--- src/rtl/exc_pkg.sv ---
package exc_pkg;

    localparam int XLEN    = 64;
    localparam int CAUSE_W = 5;
    localparam int CODE_W  = 5;
    localparam int OFF_W   = 12;

    typedef enum logic [CAUSE_W-1:0] {
        CS_INTERRUPT   = 5'd0,
        CS_TLB_MOD     = 5'd1,
        CS_TLB_LOAD    = 5'd2,
        CS_TLB_STORE   = 5'd3,
        CS_ADDR_LOAD   = 5'd4,
        CS_ADDR_STORE  = 5'd5,
        CS_SYSCALL     = 5'd6,
        CS_BREAK       = 5'd7,
        CS_RESV_INSN   = 5'd8,
        CS_COP_UNUSE   = 5'd9,
        CS_OVERFLOW    = 5'd10,
        CS_TRAP        = 5'd11,
        CS_COP2_EXC    = 5'd12,
        CS_CAP_TRAP    = 5'd13,
        CS_REFILL_LD   = 5'd14,
        CS_REFILL_ST   = 5'd15,
        CS_INVALID_LD  = 5'd16,
        CS_INVALID_ST  = 5'd17,
        CS_MACH_CHECK  = 5'd18
    } exc_cause_e;

    localparam logic [XLEN-1:0]  VEC_BASE_BOOT = 64'hFFFF_FFFF_BFC0_0200;
    localparam logic [XLEN-1:0]  VEC_BASE_RUN  = 64'hFFFF_FFFF_8000_0000;
    localparam logic [OFF_W-1:0] OFF_REFILL    = 12'h080;
    localparam logic [OFF_W-1:0] OFF_COMMON    = 12'h180;
    localparam logic [OFF_W-1:0] OFF_CAP_TRAP  = 12'h280;

    typedef struct packed {
        logic [CODE_W-1:0] code;
        logic              refill;
        logic              cap_trap;
    } cause_info_t;

    typedef struct packed {
        logic [XLEN-1:0]   ret_addr;
        logic              delay_flag;
        logic [CODE_W-1:0] code;
        logic [XLEN-1:0]   target;
    } exc_update_t;

    function automatic cause_info_t decode_cause(input logic [CAUSE_W-1:0] raw);
        cause_info_t info;
        info.refill   = 1'b0;
        info.cap_trap = 1'b0;
        case (raw)
            CS_INTERRUPT:  info.code = 5'h00;
            CS_TLB_MOD:    info.code = 5'h01;
            CS_TLB_LOAD:   info.code = 5'h02;
            CS_TLB_STORE:  info.code = 5'h03;
            CS_ADDR_LOAD:  info.code = 5'h04;
            CS_ADDR_STORE: info.code = 5'h05;
            CS_SYSCALL:    info.code = 5'h08;
            CS_BREAK:      info.code = 5'h09;
            CS_RESV_INSN:  info.code = 5'h0A;
            CS_COP_UNUSE:  info.code = 5'h0B;
            CS_OVERFLOW:   info.code = 5'h0C;
            CS_TRAP:       info.code = 5'h0D;
            CS_COP2_EXC:   info.code = 5'h12;
            CS_CAP_TRAP: begin
                info.code     = 5'h12;
                info.cap_trap = 1'b1;
            end
            CS_REFILL_LD: begin
                info.code   = 5'h02;
                info.refill = 1'b1;
            end
            CS_REFILL_ST: begin
                info.code   = 5'h03;
                info.refill = 1'b1;
            end
            CS_INVALID_LD: info.code = 5'h02;
            CS_INVALID_ST: info.code = 5'h03;
            default:       info.code = 5'h18;
        endcase
        return info;
    endfunction

    function automatic logic [XLEN-1:0] sext_offset(input logic [OFF_W-1:0] off);
        return {{(XLEN-OFF_W){off[OFF_W-1]}}, off};
    endfunction

endpackage

--- src/rtl/exc_cause_decode.sv ---
module exc_cause_decode
    import exc_pkg::*;
(
    input  logic [CAUSE_W-1:0] cause_raw,
    output cause_info_t        info
);
    always_comb begin
        info = decode_cause(cause_raw);
    end

    always_comb begin
        assert (!(info.refill && info.cap_trap))
            else $error("AST_DECODE_EXCLUSIVE: refill and capability trap both flagged");
    end
endmodule

--- src/rtl/exc_vector_calc.sv ---
module exc_vector_calc
    import exc_pkg::*;
(
    input  logic            exl_now,
    input  logic            bev_now,
    input  cause_info_t     info,
    input  logic [XLEN-1:0] cap_base,
    output logic [XLEN-1:0] target
);
    logic [OFF_W-1:0] offset;
    logic [XLEN-1:0]  base;

    always_comb begin
        if (exl_now)
            offset = OFF_COMMON;
        else if (info.refill)
            offset = OFF_REFILL;
        else if (info.cap_trap)
            offset = OFF_CAP_TRAP;
        else
            offset = OFF_COMMON;
    end

    always_comb begin
        base   = bev_now ? VEC_BASE_BOOT : VEC_BASE_RUN;
        target = base + sext_offset(offset) - cap_base;
    end
endmodule

--- src/rtl/exc_state_regs.sv ---
module exc_state_regs
    import exc_pkg::*;
#(
    parameter int INSN_BYTES = 4
) (
    input  logic              clk,
    input  logic              rst,
    input  logic              req,
    input  logic              delay_slot,
    input  logic [XLEN-1:0]   pc_now,
    input  logic [CODE_W-1:0] code_in,
    input  logic [XLEN-1:0]   target_in,
    input  logic              ld,
    input  logic              ld_exl,
    input  logic              ld_bev,
    output exc_update_t       upd_q,
    output logic              exl_q,
    output logic              bev_q,
    output logic              valid_q
);
    localparam logic [XLEN-1:0] STEP = XLEN'(INSN_BYTES);

    logic [XLEN-1:0] ret_addr_next;

    always_comb begin
        ret_addr_next = delay_slot ? (pc_now - STEP) : pc_now;
    end

    always_ff @(posedge clk) begin
        if (rst) begin
            upd_q   <= '0;
            exl_q   <= 1'b0;
            bev_q   <= 1'b1;
            valid_q <= 1'b0;
        end else begin
            valid_q <= req;
            if (ld)
                bev_q <= ld_bev;
            if (req) begin
                exl_q        <= 1'b1;
                upd_q.code   <= code_in;
                upd_q.target <= target_in;
                if (!exl_q) begin
                    upd_q.ret_addr   <= ret_addr_next;
                    upd_q.delay_flag <= delay_slot;
                end
            end else if (ld) begin
                exl_q <= ld_exl;
            end
        end
    end

    AST_EPC_HELD_AT_EXL: assert property (@(posedge clk) disable iff (rst)
        (req && exl_q) |=> ($stable(upd_q.ret_addr) && $stable(upd_q.delay_flag)))
        else $error("AST_EPC_HELD_AT_EXL");

    AST_EPC_DELAY_SLOT: assert property (@(posedge clk) disable iff (rst)
        (req && !exl_q && delay_slot) |=> (upd_q.delay_flag && upd_q.ret_addr == $past(pc_now) - STEP))
        else $error("AST_EPC_DELAY_SLOT");

    AST_EPC_PLAIN: assert property (@(posedge clk) disable iff (rst)
        (req && !exl_q && !delay_slot) |=> (!upd_q.delay_flag && upd_q.ret_addr == $past(pc_now)))
        else $error("AST_EPC_PLAIN");

    AST_EXL_SET: assert property (@(posedge clk) disable iff (rst)
        req |=> exl_q)
        else $error("AST_EXL_SET");

    AST_REDIRECT_PULSE: assert property (@(posedge clk) disable iff (rst)
        !req |=> !valid_q)
        else $error("AST_REDIRECT_PULSE");

    AST_LOAD_EXL: assert property (@(posedge clk) disable iff (rst)
        (ld && !req) |=> (exl_q == $past(ld_exl) && bev_q == $past(ld_bev)))
        else $error("AST_LOAD_EXL");
endmodule

--- src/rtl/exc_entry_unit.sv ---
module exc_entry_unit
    import exc_pkg::*;
#(
    parameter int INSN_BYTES = 4
) (
    input  logic              clk,
    input  logic              rst,
    input  logic              exc_req,
    input  logic [4:0]        exc_cause,
    input  logic [63:0]       cap_base,
    input  logic [63:0]       cur_pc,
    input  logic              in_delay_slot,
    input  logic              stat_load,
    input  logic              stat_exl_in,
    input  logic              stat_bev_in,
    output logic [63:0]       epc,
    output logic              cause_bd,
    output logic [4:0]        cause_exc_code,
    output logic              status_exl,
    output logic              status_bev,
    output logic [63:0]       redirect_pc,
    output logic              redirect_valid
);
    cause_info_t     info;
    logic [XLEN-1:0] target;
    exc_update_t     upd_q;
    logic            exl_q;
    logic            bev_q;
    logic            valid_q;

    exc_cause_decode u_decode (
        .cause_raw (exc_cause),
        .info      (info)
    );

    exc_vector_calc u_vector (
        .exl_now  (exl_q),
        .bev_now  (bev_q),
        .info     (info),
        .cap_base (cap_base),
        .target   (target)
    );

    exc_state_regs #(
        .INSN_BYTES (INSN_BYTES)
    ) u_state (
        .clk        (clk),
        .rst        (rst),
        .req        (exc_req),
        .delay_slot (in_delay_slot),
        .pc_now     (cur_pc),
        .code_in    (info.code),
        .target_in  (target),
        .ld         (stat_load),
        .ld_exl     (stat_exl_in),
        .ld_bev     (stat_bev_in),
        .upd_q      (upd_q),
        .exl_q      (exl_q),
        .bev_q      (bev_q),
        .valid_q    (valid_q)
    );

    assign epc            = upd_q.ret_addr;
    assign cause_bd       = upd_q.delay_flag;
    assign cause_exc_code = upd_q.code;
    assign status_exl     = exl_q;
    assign status_bev     = bev_q;
    assign redirect_pc    = upd_q.target;
    assign redirect_valid = valid_q;

    AST_VALID_AFTER_REQ: assert property (@(posedge clk) disable iff (rst)
        exc_req |=> (redirect_valid && status_exl))
        else $error("AST_VALID_AFTER_REQ");

    AST_UNUSED_CAUSE: assert property (@(posedge clk) disable iff (rst)
        (exc_req && exc_cause > 5'd18) |=> (cause_exc_code == 5'h18))
        else $error("AST_UNUSED_CAUSE");
endmodule

--- config.mk ---
export PLATFORM = sky130hd
export DESIGN_NAME = exc_entry_unit
export DESIGN_NICKNAME = d
export VERILOG_FILES = /design/src/rtl/exc_pkg.sv /design/src/rtl/exc_cause_decode.sv /design/src/rtl/exc_vector_calc.sv /design/src/rtl/exc_state_regs.sv /design/src/rtl/exc_entry_unit.sv
export SDC_FILE = /design/constraint.sdc
export NUM_CORES = 1
export LEC_CHECK = 0
export BUFFER_PORTS_ARGS = -buffer_cell sky130_fd_sc_hd__buf_4
export CORE_ASPECT_RATIO = 1.2
export CORE_MARGIN = 4
export CORE_UTILIZATION = 57
export DETAILED_ROUTE_END_ITERATION = 10
export HOLD_SLACK_MARGIN = 0.03
export PLACE_DENSITY = 0.87
export SYNTH_ARGS = -nofsm -noshare
export SYNTH_HDL_FRONTEND = slang
export SYNTH_SLANG_ARGS = --single-unit
--- constraint.sdc ---
create_clock -name clk -period 11.5 [get_ports clk]
set_input_delay 0.575 -clock clk [delete_from_list [all_inputs] [get_ports clk]]
set_output_delay 0.575 -clock clk [all_outputs]
set_load 0.05 [all_outputs]
Word level (Yosys, flattened, before mapping)
Cells that the tools add are included.

Bits in registers: 137. Logic and storage cells: 45. Input bits: 140.

Eq/ne operators: 17. Reduce and logical (&&, ||, !) cells: 7. Bitwise gates (word level): 1. Add/sub/neg operators: 3. Mux-type cells: 10.

Operators with widths (count): one-hot mux 5 bit (13 select lines) (1); adder 64 bit (1); 2-to-1 mux 64 bit (1); subtractor 64 x 3 -> 64 bit (second input constant) (1); subtractor 64 bit (1); equality test 5 x 4 -> 1 bit (second input constant) (8); 2-to-1 mux 30 bit (1); 2-to-1 mux 12 bit (2); equality test 5 x 3 -> 1 bit (second input constant) (4); equality test 5 x 2 -> 1 bit (second input constant) (2); equality test 5 bit (second input constant) (2); 2-to-1 mux 10 bit (1); OR reduction 3 bit (2); equality test 5 x 1 -> 1 bit (second input constant) (1); zero test 5 bit (1); 2-to-1 mux 1 bit (4); OR reduction 2 bit (2); AND reduction 2 bit (1); nonzero test 2 bit (1); NOT 1 bit (1).

Logic depth before layout (Yosys ltp)
Gate-level depths: netlist (run 1).

Word-level depth: 7. Depth in mapped cells: 14. Mapped depth without buffers: 14.

By module
Synthesis (run 1) repeated with hierarchy kept, for this count alone.

Cells, all modules: 982. Area, all modules: 8251.7 µm².

Modules (own cells, without submodules): exc_state_regs (times used 1, area an instance 6054.6 µm², cells an instance 660); exc_vector_calc (times used 1, area an instance 2080.7 µm², cells an instance 302); exc_cause_decode (times used 1, area an instance 116.4 µm², cells an instance 20).

Worst setup path after synthesis (run 1)
OpenSTA, ideal clock, no wires.

Kind: in2reg. From: input exc_cause[3]. To: register u_state.upd_q[43] (netlist name). Path buffers: 0. Slack: 7.599 ns. Library setup time: 0.095 ns. Required time: 11.405 ns. Stages on the path: 14. Arrival time: 3.805 ns. Cell sequence: inv_1 nor4b_1 and3b_1 fa_1 ha_1 and2_1 nand4_1 a211oi_4 nor2_2 o311a_4 o31ai_4 a21boi_2 or4b_1 o311ai_1.

Longest elaborated chain between the ends: 7.

Ends and longest elaborated chain: start: declaration (line exc_entry_unit.sv:9) `input logic [4:0] exc_cause,`; equality test 5 x 4 -> 1 bit (line exc_pkg.sv:53) `case (raw)`; OR reduction 2 bit (no source line) / 2-to-1 mux 1 bit (equally long branches); 2-to-1 mux 1 bit / 2-to-1 mux 10 bit (equally long branches) (line exc_pkg.sv:53, exc_vector_calc.sv:18); 2-to-1 mux 12 bit (*) (line exc_vector_calc.sv:16) `else if (info.refill)`; 2-to-1 mux 12 bit (*) (line exc_vector_calc.sv:14) `if (exl_now)`; adder 64 bit (*) (line exc_vector_calc.sv:26) `target = base + sext_offset(offset) - cap_base;`; subtractor 64 bit (*) (line exc_vector_calc.sv:26).

Mark *: on every way between the ends. The rest lies on a longest branch, timed or not. A chain may end at the register's enable or synchronous reset.

Worst setup path in the final report (run 1)
From: register u_state.exl_q. To: register u_state.upd_q[61] (netlist name).

Longest elaborated chain between the ends: 3.

Ends and longest elaborated chain: start: declaration (line exc_state_regs.sv:17) `output logic exl_q,`; start signal: assignment (line exc_state_regs.sv:48) `exl_q <= ld_exl;`; 2-to-1 mux 12 bit (line exc_vector_calc.sv:14); adder 64 bit (line exc_vector_calc.sv:26); subtractor 64 bit (line exc_vector_calc.sv:26).

No other way between the ends.

==> results of run 1 <==
==> worst min path at each step <==
stage                         endpoint  slack [ns]  cells after the start
floorplan            u_state.upd_q[62]        0.66                      2
detailed placement   u_state.upd_q[69]        0.45                      2
global route        u_state.upd_q[104]        0.38                      2
finish              u_state.upd_q[104]        0.37                      2
global placement     u_state.upd_q[69]        0.44                      2
CTS                 u_state.upd_q[104]        0.36                      2
==> state kept, by name, indices dropped and copies added (netlist names) <==
register         cells
u_state.valid_q      1
u_state.bev_q        1
u_state.exl_q        1
u_state.upd_q      134
==> report_power, final <==
part	internal, mW	switching (mW)
clock	0.321	0.222
combinational	0.197	0.355
sequential	0.518	0.0274
total	1.04	0.604
==> kinds of logic (layout without fill, tap and decap cells) <==
logic type	count (synthesis)	count (layout)	synth area share, %
simple gates	391	391	22.4
compound gates	270	270	19.5
flops	137	137	30.1
buf+inv	127	378	5.34
xor+xnor	107	107	10.3
fa+ha+maj	57	57	7.91
mux	40	40	4.40
==> layout by cell type, fill, tap and decap left out, types with 17 or more instances in the layout <==
| cell type | n |
|---|---|
| clkbuf_16 | 17 |
| nand2_1 | 68 |
| nor3_1 | 23 |
| a21o_1 | 22 |
| nand2b_1 | 21 |
| dfxtp_1 | 137 |
| nand3_1 | 19 |
| ha_1 | 56 |
| mux2i_1 | 40 |
| nor2_1 | 141 |
| xor2_1 | 45 |
| o21ai_0 | 56 |
| a21oi_1 | 69 |
| buf_4 | 280 |
| inv_1 | 66 |
| a211oi_1 | 47 |
| xnor2_1 | 62 |
==> per-stage QoR <==
stage                     instances  setup slack (ns)  hold slack [ns]  instance area, sq um  util, %
after floorplan                1129              7.60            0.659                  9110        -
after global placement         1556              7.23            0.444                 11200     71.9
after detailed placement       1556              7.12            0.448                 11200     71.9
after CTS                      1588              7.40            0.356                 11800     75.6
after global routing           1588              7.06            0.375                 11800     75.6
final                          1588              7.37            0.371                 11800     75.6
==> area by class of cell <==
| type | count | area, sq um |
|---|---|---|
| clock buffers | 19 | 433 |
| clock inverters | 13 | 148 |
| fillers | 1188 | 3820 |
| inverters | 66 | 248 |
| multi-input cells | 865 | 5890 |
| flip-flops and latches | 137 | 2740 |
| well taps | 208 | 260 |
| repair buffers | 280 | 2100 |
==> metal layers <==
metal | up-vias | GRT usage (%)
met1 | 4331 | 31.7
met4 | 0 | 17.6
met3 | 108 | 10.4
met5 | - | 0
met2 | 449 | 54.6
li1 | 4490 | -
==> metrics.yaml, run 1 <==
drt_wl_total_microns: 28600
async_reset_ff_share_pct: 0
crit_chain: "nor4b_1, and3b_1, fa_1, ha_1, a21o_1, a21oi_1, a211oi_4, o2111a_1, o2111ai_1, nand2_1, a31oi_1, o31ai_1, a211o_1"
yosys-top-cells-count: "142 x nor2_1, 137 x dfxtp_1, 69 x a21oi_1"
synth-seq-cells: 137
crit_type: "register to register"
rr_endpoint: "u_state.upd_q[61]"
worstMarginPinSlew_ns: 1.15
cts-root-buf: "clkbuf_16"
pin_count: 277
reg2reg_depth: 13
n_antenna_cell: 0
core_sq_um: 15600
routabilityCongestion: 1.01
vdd_drop_max_mv: 0.0828
start_util_pct: 58.2
min-delay-start: "rst"
drt_pass1_iterations: 8
dieArea_sq_um: 18100
required_ns: 11.81
arrival_ns: 4.43
skew_ns: 0.00770
syn_inst: 1129
cts_setup_buffers: 0
status: "finished clean"
power_mw: 1.64
setup_tns_ns: 0
hpwl_microns: 21600
drv_slew: 0
regToRegSetupSlack_ns: 7.37
crit_path_start_kind: "register"
cts.sinks: 137
min_path_type: "primary input to register"
avgSynthCellArea_sq_um: 8.07
clk_path_buf_depth: 2
reg2reg_from: "u_state.exl_q"
cp_slowest_cell: "fa_1"
vias_per_cell: 5.91
syn_nets: 1326
synth_area_sq_um: 9110
wl_per_cell_microns: 18.0
grtUsageTotal_pct: 31.1
max_freq_ghz: 0.242
worst-path-stages: 13
power_density_nw_per_um2: 139
cts_max_level: 4
period_share_pct: 35.9
setup_viol: 0
numPortBuffers: 276
slowest_delay_ns: 0.42
ant_nets: 0
drive_gt1_share_pct: 24.9
cts_buffers: 17
synth_cell_type_count: 82
ys_top_cells_by_area: "dfxtp_1 30%, ha_1 7.7%, xnor2_1 6.0%, nor2_1 5.9%, mux2i_1 4.4%"
drt-initial-drc-count: 565
yosys.cell_count.top_type: "nor2_1"
wl_met3_microns: 2710
grt_start_max_net_pins: 119
vias: 9378
cp-end-kind: "register"
dr.max_layer_used: "met4"
nNetsFinal: 1564
cap_violations: 0
route.detailed.drc: 0
synth_top_area_share_pct: 30.1
cp_max_fo: 5
worst-path-buf-inv: 0
rows: 50
synth_edf_count: 0
clk_pin_slew_ns: 0.06
crit_start: "u_state.exl_q"
cts_hold_buf: 0
grt_overflow: 0
cts_tree: "done"
endpoint: "u_state.upd_q[61]"
layout_min_cycle_time_ns: 4.13
critPathTopFamily: "compound AO/OA/AOI/OAI gates"
grt_pass1_vias: 9297
p_leak_nw: 5.24
hold_violations: 0
die_h_microns: 146
grt_pass1_wl_microns: 45100
syn2layout_area_growth_pct: 29.8
worstSkewPairLatency_ns: 0.42
wl_met1_microns: 10100
grt_setup_unrepaired: "false"
ys.flop_type: "dfxtp_1"
fp.dieW_microns: 123
synth.largest_area_cell: "dfxtp_1"
cts.repair.resized: 0
route.met2.wl_microns: 14300
grt_antenna_before_repair: 0
seq_area_frac_synth_pct: 30.1
yosys_warnings: 0
relSlewSlack_pct: 23.2
No activity file was read; power rests on OpenSTA's default activity.
==> inputs of run 2 (changes only) <==
--- a/config.mk
+++ b/config.mk
@@ -5,13 +5,14 @@
 export SDC_FILE = /design/constraint.sdc
 export NUM_CORES = 1
 export LEC_CHECK = 0
+export ABC_AREA = 1
 export BUFFER_PORTS_ARGS = -buffer_cell sky130_fd_sc_hd__buf_4
 export CORE_ASPECT_RATIO = 1.2
 export CORE_MARGIN = 4
-export CORE_UTILIZATION = 57
+export CORE_UTILIZATION = 56
 export DETAILED_ROUTE_END_ITERATION = 10
 export HOLD_SLACK_MARGIN = 0.03
-export PLACE_DENSITY = 0.87
+export PLACE_DENSITY = 0.82
 export SYNTH_ARGS = -nofsm -noshare
 export SYNTH_HDL_FRONTEND = slang
 export SYNTH_SLANG_ARGS = --single-unit
==> constraint.sdc (replaced) <==
create_clock -name clk -period 4.13 [get_ports clk]
set_input_delay 0.2065 -clock clk [delete_from_list [all_inputs] [get_ports clk]]
set_output_delay 0.2065 -clock clk [all_outputs]
set_load 0.05 [all_outputs]
==> run 2 against run 1 <==
  * Critical path depth unchanged
  * Core utilization shrank 4.3 points
  * Synthesized cell count is 92% higher
  * Largest power group unchanged
  * Via count increased by 53%
  * Clock skew is 0.0013 ns higher
  * Sequential power grew to 2.8 times the previous value
  * Register-to-register slack worse by 6.3 ns
  * Final area is 28% higher
  * Critical endpoint is now u_state.upd_q[35]
  * Non-clock buffer count increased by 4
  * Global-route usage increased by 4.4 points
  * Combinational power rose to 3.2 times the previous value
==> metrics.yaml, run 2 <==
cp-end-kind: "register"
drt-initial-drc-count: 1039
synth_edf_count: 0
crit_top_cell: "nand2_1"
grt_pass1_vias: 14100
grtUsageTotal_pct: 35.5
yosys_warnings: 0
ys.flop_type: "dfxtp_1"
cts.sinks: 137
cts_max_level: 4
power.share.sequential_pct: 31.2
core_sq_um: 21200
clk_pin_slew_ns: 0.07
worst-path-buf-inv: 3
synth.largest_area_cell: "dfxtp_1"
period_share_pct: 73.6
worst-path-stages: 13
relSlewSlack_pct: 21.7
min_path_type: "primary input to register"
grt_pass1_wl_microns: 69000
cp_max_fo: 11
min_delay_path_depth: 3
p_clk_share_pct: 32.0
share_comb_of_total_power_pct: 36.8
p_sw_mw: 2.04
status: "finished clean"
power_mw: 4.84
crit_chain: "fa_1, ha_1, nand2_1, inv_1, nand2_1, nand2_1, inv_1, nand2_1, nand2_1, o21bai_1, nor2_1, o21ai_0, inv_1"
crit_type: "register to register"
hpwl_microns: 35100
final_cell_mix: "625 x nand2_1, 410 x inv_1, 371 x nor2_1, 279 x buf_4, 137 x dfxtp_1"
synth_top_area_share_pct: 22.5
setup_tns_ns: 0
cts_buffers: 17
slowest_delay_ns: 0.67
grt_overflow: 0
final_util_pct: 71.3
skew_ns: 0.00897
crit_path_start_kind: "register"
cts.repair.resized: 0
nNetsFinal: 2627
required_ns: 4.46
power_switching_share_pct: 42.1
yosys.cell_count.top_type: "nand2_1"
ant_nets: 0
async_reset_ff_share_pct: 0
routabilityCongestion: 1.08
hold_violations: 0
cp_slowest_cell: "dfxtp_1"
wl_per_cell_microns: 16.1
worstMarginPinSlew_ns: 1.18
avgSynthCellArea_sq_um: 5.62
start_util_pct: 57.6
vias: 14300
cts_tree: "done"
drive_gt1_share_pct: 14.8
cts-root-buf: "clkbuf_16"
power_density_nw_per_um2: 321
ys_top_cells_by_area: "dfxtp_1 22%, nand2_1 19%, inv_1 13%, nor2_1 11%, ha_1 5.7%"
yosys-top-cells-count: "625 x nand2_1, 411 x inv_1, 372 x nor2_1"
numPortBuffers: 276
syn_nets: 2368
drv_slew: 0
layout_min_cycle_time_ns: 3.04
vdd_drop_max_mv: 0.305
grt_antenna_before_repair: 0
top_register: "u_state.upd_q"
final_common_cell: "nand2_1"
fp.dieW_microns: 143
vias_per_cell: 5.28
synth-seq-cells: 137
arrival_ns: 3.37
syn2layout_area_growth_pct: 23.7
route.detailed.drc: 0
synth_cell_type_count: 42
critPathTopFamily: "adder cells"
syn_inst: 2171
drt_pass1_iterations: 6
largest_reg_flops: 134
seq_area_frac_synth_pct: 22.5
die_h_microns: 170
synth_area_sq_um: 12200
drt_wl_total_microns: 43600
rows: 58
pin_count: 277
clk_path_buf_depth: 2
reg2reg_depth: 13
n_antenna_cell: 0
dp_cells: 2677
worstSkewPairLatency_ns: 0.43
cts_setup_buffers: 0
internal-power_mw: 2.80
dieArea_sq_um: 24200
grt_start_max_net_pins: 109
final_cells: 2713
max_freq_ghz: 0.329
p_leak_nw: 8.41
grt_setup_unrepaired: "false"
setup_viol: 0
cap_violations: 0
## run 2: cell types whose count changed after synthesis, sizes merged, moves of 35 or more
cell / delta
a211oi: -49
inv: +346
nand3: +110
nor2: +246
o21ai: +42
xnor2: -35
mux2i: -40
nand2: +564
## run 2: kinds of logic after synthesis
family | synth area share (%)
compound gates | 9.96
simple gates | 41.8
xor+xnor | 5.60
flops | 22.5
buf+inv | 14.2
fa+ha+maj | 5.91
## run 2: tightest hold or removal path, delay by kind of cell
kind / cells / cell delay (ns)
compound gates: 2 / 0.17
buf+inv: 1 / 0.08
## run 2: worst paths after layout
path / startpoint / endpoint / slack (ns)
hold / removal: stat_exl_in / u_state.exl_q / 0.05
setup / recovery: u_state.bev_q / u_state.upd_q[35] / 1.09
setup reg to reg: u_state.bev_q / u_state.upd_q[35] / 1.09
hold reg to reg: u_state.upd_q[67] / u_state.upd_q[67] / 0.47
## run 2: through the flow
step	setup WS, ns	area [sq um]	hold slack [ns]
CTS	1.14	15100	0.0514
global placement	1.01	14500	0.419
finish	1.09	15100	0.0524
floorplan	1.38	12200	0.329
global route	0.861	15100	0.0715
detailed placement	0.936	14500	0.423
## run 2: cell type report
class                   instances  area (sq um)
repair buffers                284          2150
well taps                     270           338
clock inverters                15           153
multi-input cells            1577          7730
fillers                      1985          6090
clock buffers                  17           425
flip-flops and latches        137          2740
inverters                     413          1560
## run 2: metal layers
| metal | routed length, microns | GRT usage [%] | vias to the layer above |
|---|---|---|---|
| li1 | - | - | 7171 |
| met1 | 16300 | 39.7 | 6416 |
| met2 | 21500 | 63.9 | 599 |
| met3 | 3650 | 7.22 | 147 |
| met4 | 2200 | 16.6 | 0 |
| met5 | 0 | 0 | - |
## run 2: timing repair
action	in CTS	in global routing
hold buffers	4	0
setup endpoints to repair	0	0
endpoints found under the hold margin	3	0
## run 2: power by group through the flow
stage	registers [mW]	logic [mW]	clock network, mW
finish	1.51	1.78	1.55
global placement	1.53	1.73	0
global route	1.52	1.94	1.61
detailed placement	1.54	1.76	0
CTS	1.51	1.77	1.55
floorplan	1.91	0.778	0
==> inputs of run 3 (changes only) <==
--- a/config.mk
+++ b/config.mk
@@ -5,11 +5,11 @@
 export SDC_FILE = /design/constraint.sdc
 export NUM_CORES = 1
 export LEC_CHECK = 0
-export ABC_AREA = 1
+export ABC_AREA = 0
 export BUFFER_PORTS_ARGS = -buffer_cell sky130_fd_sc_hd__buf_4
 export CORE_ASPECT_RATIO = 1.2
 export CORE_MARGIN = 4
-export CORE_UTILIZATION = 56
+export CORE_UTILIZATION = 53
 export DETAILED_ROUTE_END_ITERATION = 10
 export HOLD_SLACK_MARGIN = 0.03
 export PLACE_DENSITY = 0.82
==> constraint.sdc (replaced) <==
create_clock -name clk -period 2.9 [get_ports clk]
set_input_delay 0.145 -clock clk [delete_from_list [all_inputs] [get_ports clk]]
set_output_delay 0.145 -clock clk [all_outputs]
set_load 0.05 [all_outputs]
==> run 3 against run 2 <==
  * The flow now finishes with violations (negative setup slack)
  * Hold slack lost 0.032 ns
  * Wire length fell by 23%
  * Critical path depth up 2
  * Clock-buffer cell count rose by 2
  * Cell count is 36% lower
  * Clock power is 37% higher
  * Sequential power rose by 43%
  * Combinational power is 51% higher
  * Critical path type unchanged
  * Largest cell class unchanged
  * Largest power group unchanged
==> metrics.yaml, run 3 (same netlist as run 1, synthesis figures left out) <==
final_util_pct: 79.6
required_ns: 3.23
power_mw: 6.96
grt_start_max_net_pins: 59
use_met2_pct: 57.8
top_register: "u_state.upd_q"
fp.dieW_microns: 128
top_usage_layer: "met2"
clk_pin_slew_ns: 0.06
wl_per_cell_microns: 19.4
cts_max_level: 4
die_h_microns: 152
worstMarginPinSlew_ns: 0.790
drive_gt1_share_pct: 35.1
start_util_pct: 54.0
grt_pass1_wl_microns: 50300
min_path_type: "primary input to register"
largest_reg_flops: 134
crit_top_cell: "buf_6"
drv_slew: 0
relSlewSlack_pct: 47.4
final_cells: 1725
crit_path_start_kind: "register"
min-delay-start: "stat_load"
cp-end-kind: "register"
critPathTopFamily: "simple AND/OR/NAND/NOR gates"
grtUsageTotal_pct: 32.2
vias: 10200
p_leak_nw: 6.02
vdd_drop_max_mv: 0.397
crit_start: "u_state.exl_q"
status: "finished, violations left"
period_share_pct: 124
drt_wl_total_microns: 33400
hpwl_microns: 23300
route.detailed.drc: 0
cp_max_fo: 4
clk_path_buf_depth: 2
drt-initial-drc-count: 835
failed_checks: "negative setup slack"
hold_violations: 0
grt_pass1_vias: 10200
cap_violations: 0
syn2layout_area_growth_pct: 47.3
rows: 52
numPortBuffers: 276
skew_ns: 0.0173
drt_pass1_iterations: 6
n_antenna_cell: 0
hold_ws_ns: 0.0205
reg2reg_from: "u_state.exl_q"
slowest_delay_ns: 0.53
max_freq_ghz: 0.277
met1_usage_pct: 33.4
worst-path-buf-inv: 2
worstSkewPairLatency_ns: 0.43
routabilityCongestion: 0.937
layout_min_cycle_time_ns: 3.61
grt_antenna_before_repair: 0
cp_slowest_cell: "or4_1"
dieArea_sq_um: 19400
grt_setup_unrepaired: "true"
crit_chain: "nor4b_4, and3b_1, fa_1, ha_4, buf_6, a21o_1, a21oi_4, a211oi_4, buf_6, o2111a_1, o2111ai_2, nand2_2, a31oi_4, or4_1, o311ai_1"
power_density_nw_per_um2: 519
setup_viol: 53
nNetsFinal: 1694
cts.sinks: 137
cts_tree: "done"
regToRegSetupSlack_ns: -0.71
cts_buffers: 17
crit_type: "register to register"
arrival_ns: 3.94
final_common_cell: "buf_4"
setup_tns_ns: -24.11
final_cell_mix: "376 x buf_4, 137 x nor2_1, 135 x dfxtp_1, 66 x inv_1, 66 x nand2_1"
dp_cells: 1665
final_critical_path_setup_slack_ns: -0.709
grt_util_met3_pct: 8.80
grt_overflow: 0
vias_per_cell: 5.94
ant_nets: 0
cts-root-buf: "clkbuf_16"
core_sq_um: 16900
pin_count: 277
==> run 3: changes by cell type in the layout (fill, tap and decap cells not counted), sizes merged, moves of 19 or more <==
cell / change
nand3: -110
nand2b: +21
buf: +120
xnor2: +35
a21o: +19
inv: -351
nand2: -564
mux2i: +40
nor2: -246
a211oi: +49
o21ai: -42
a21oi: -24
==> run 3: layout make-up <==
type / count / area, sq um
multi-input combinational: 865 / 6370
fill: 1109 / 3440
timing repair buffer: 410 / 3210
sequential: 137 / 2750
clock buffer: 19 / 443
tap: 216 / 270
inverter: 66 / 248
clock inverter: 12 / 119
==> run 3: routing by layer <==
metal	vias up	wire, microns
met5	-	0
met4	0	2050
met3	153	2970
met2	587	16700
met1	4751	11700
li1	4750	-
==> run 3: power by group <==
| group | total, mW | switching (mW) | leakage (nW) | internal, mW |
|---|---|---|---|---|
| combinational | 2.68 | 1.62 | 4.62 | 1.06 |
| clock | 2.12 | 0.911 | 0.263 | 1.21 |
| sequential | 2.16 | 0.106 | 1.13 | 2.05 |
| total | 6.96 | 2.64 | 6.02 | 4.32 |
==> run 3: worst min-delay path, stage by stage <==
cell,delay (ns)
buf_4,0.11
a211oi_1,0.07
nor2_1,0.09
==> run 3: repair_timing <==
action                     4_1_cts  5_1_grt
pin swaps                       36       36
setup buffers                   12       11
setup endpoints to repair       49       53
hold endpoints to repair         9        0
hold buffers                    10        0
resized for setup               43       50
==> run 3: path summary, 6_finish.rpt <==
kind,endpoint,depth (start not counted)
min reg2reg,u_state.upd_q[128],2
min,u_state.exl_q,3
max reg2reg,u_state.upd_q[55],15
max,u_state.upd_q[55],15
==> run 3: per-stage QoR <==
stage / instance area (sq um) / worst slack (ns)
global route: 13400 / -0.826
CTS: 13100 / -0.702
floorplan: 9230 / -0.516
finish: 13400 / -0.709
detailed placement: 12100 / -0.713
global placement: 12100 / -0.570
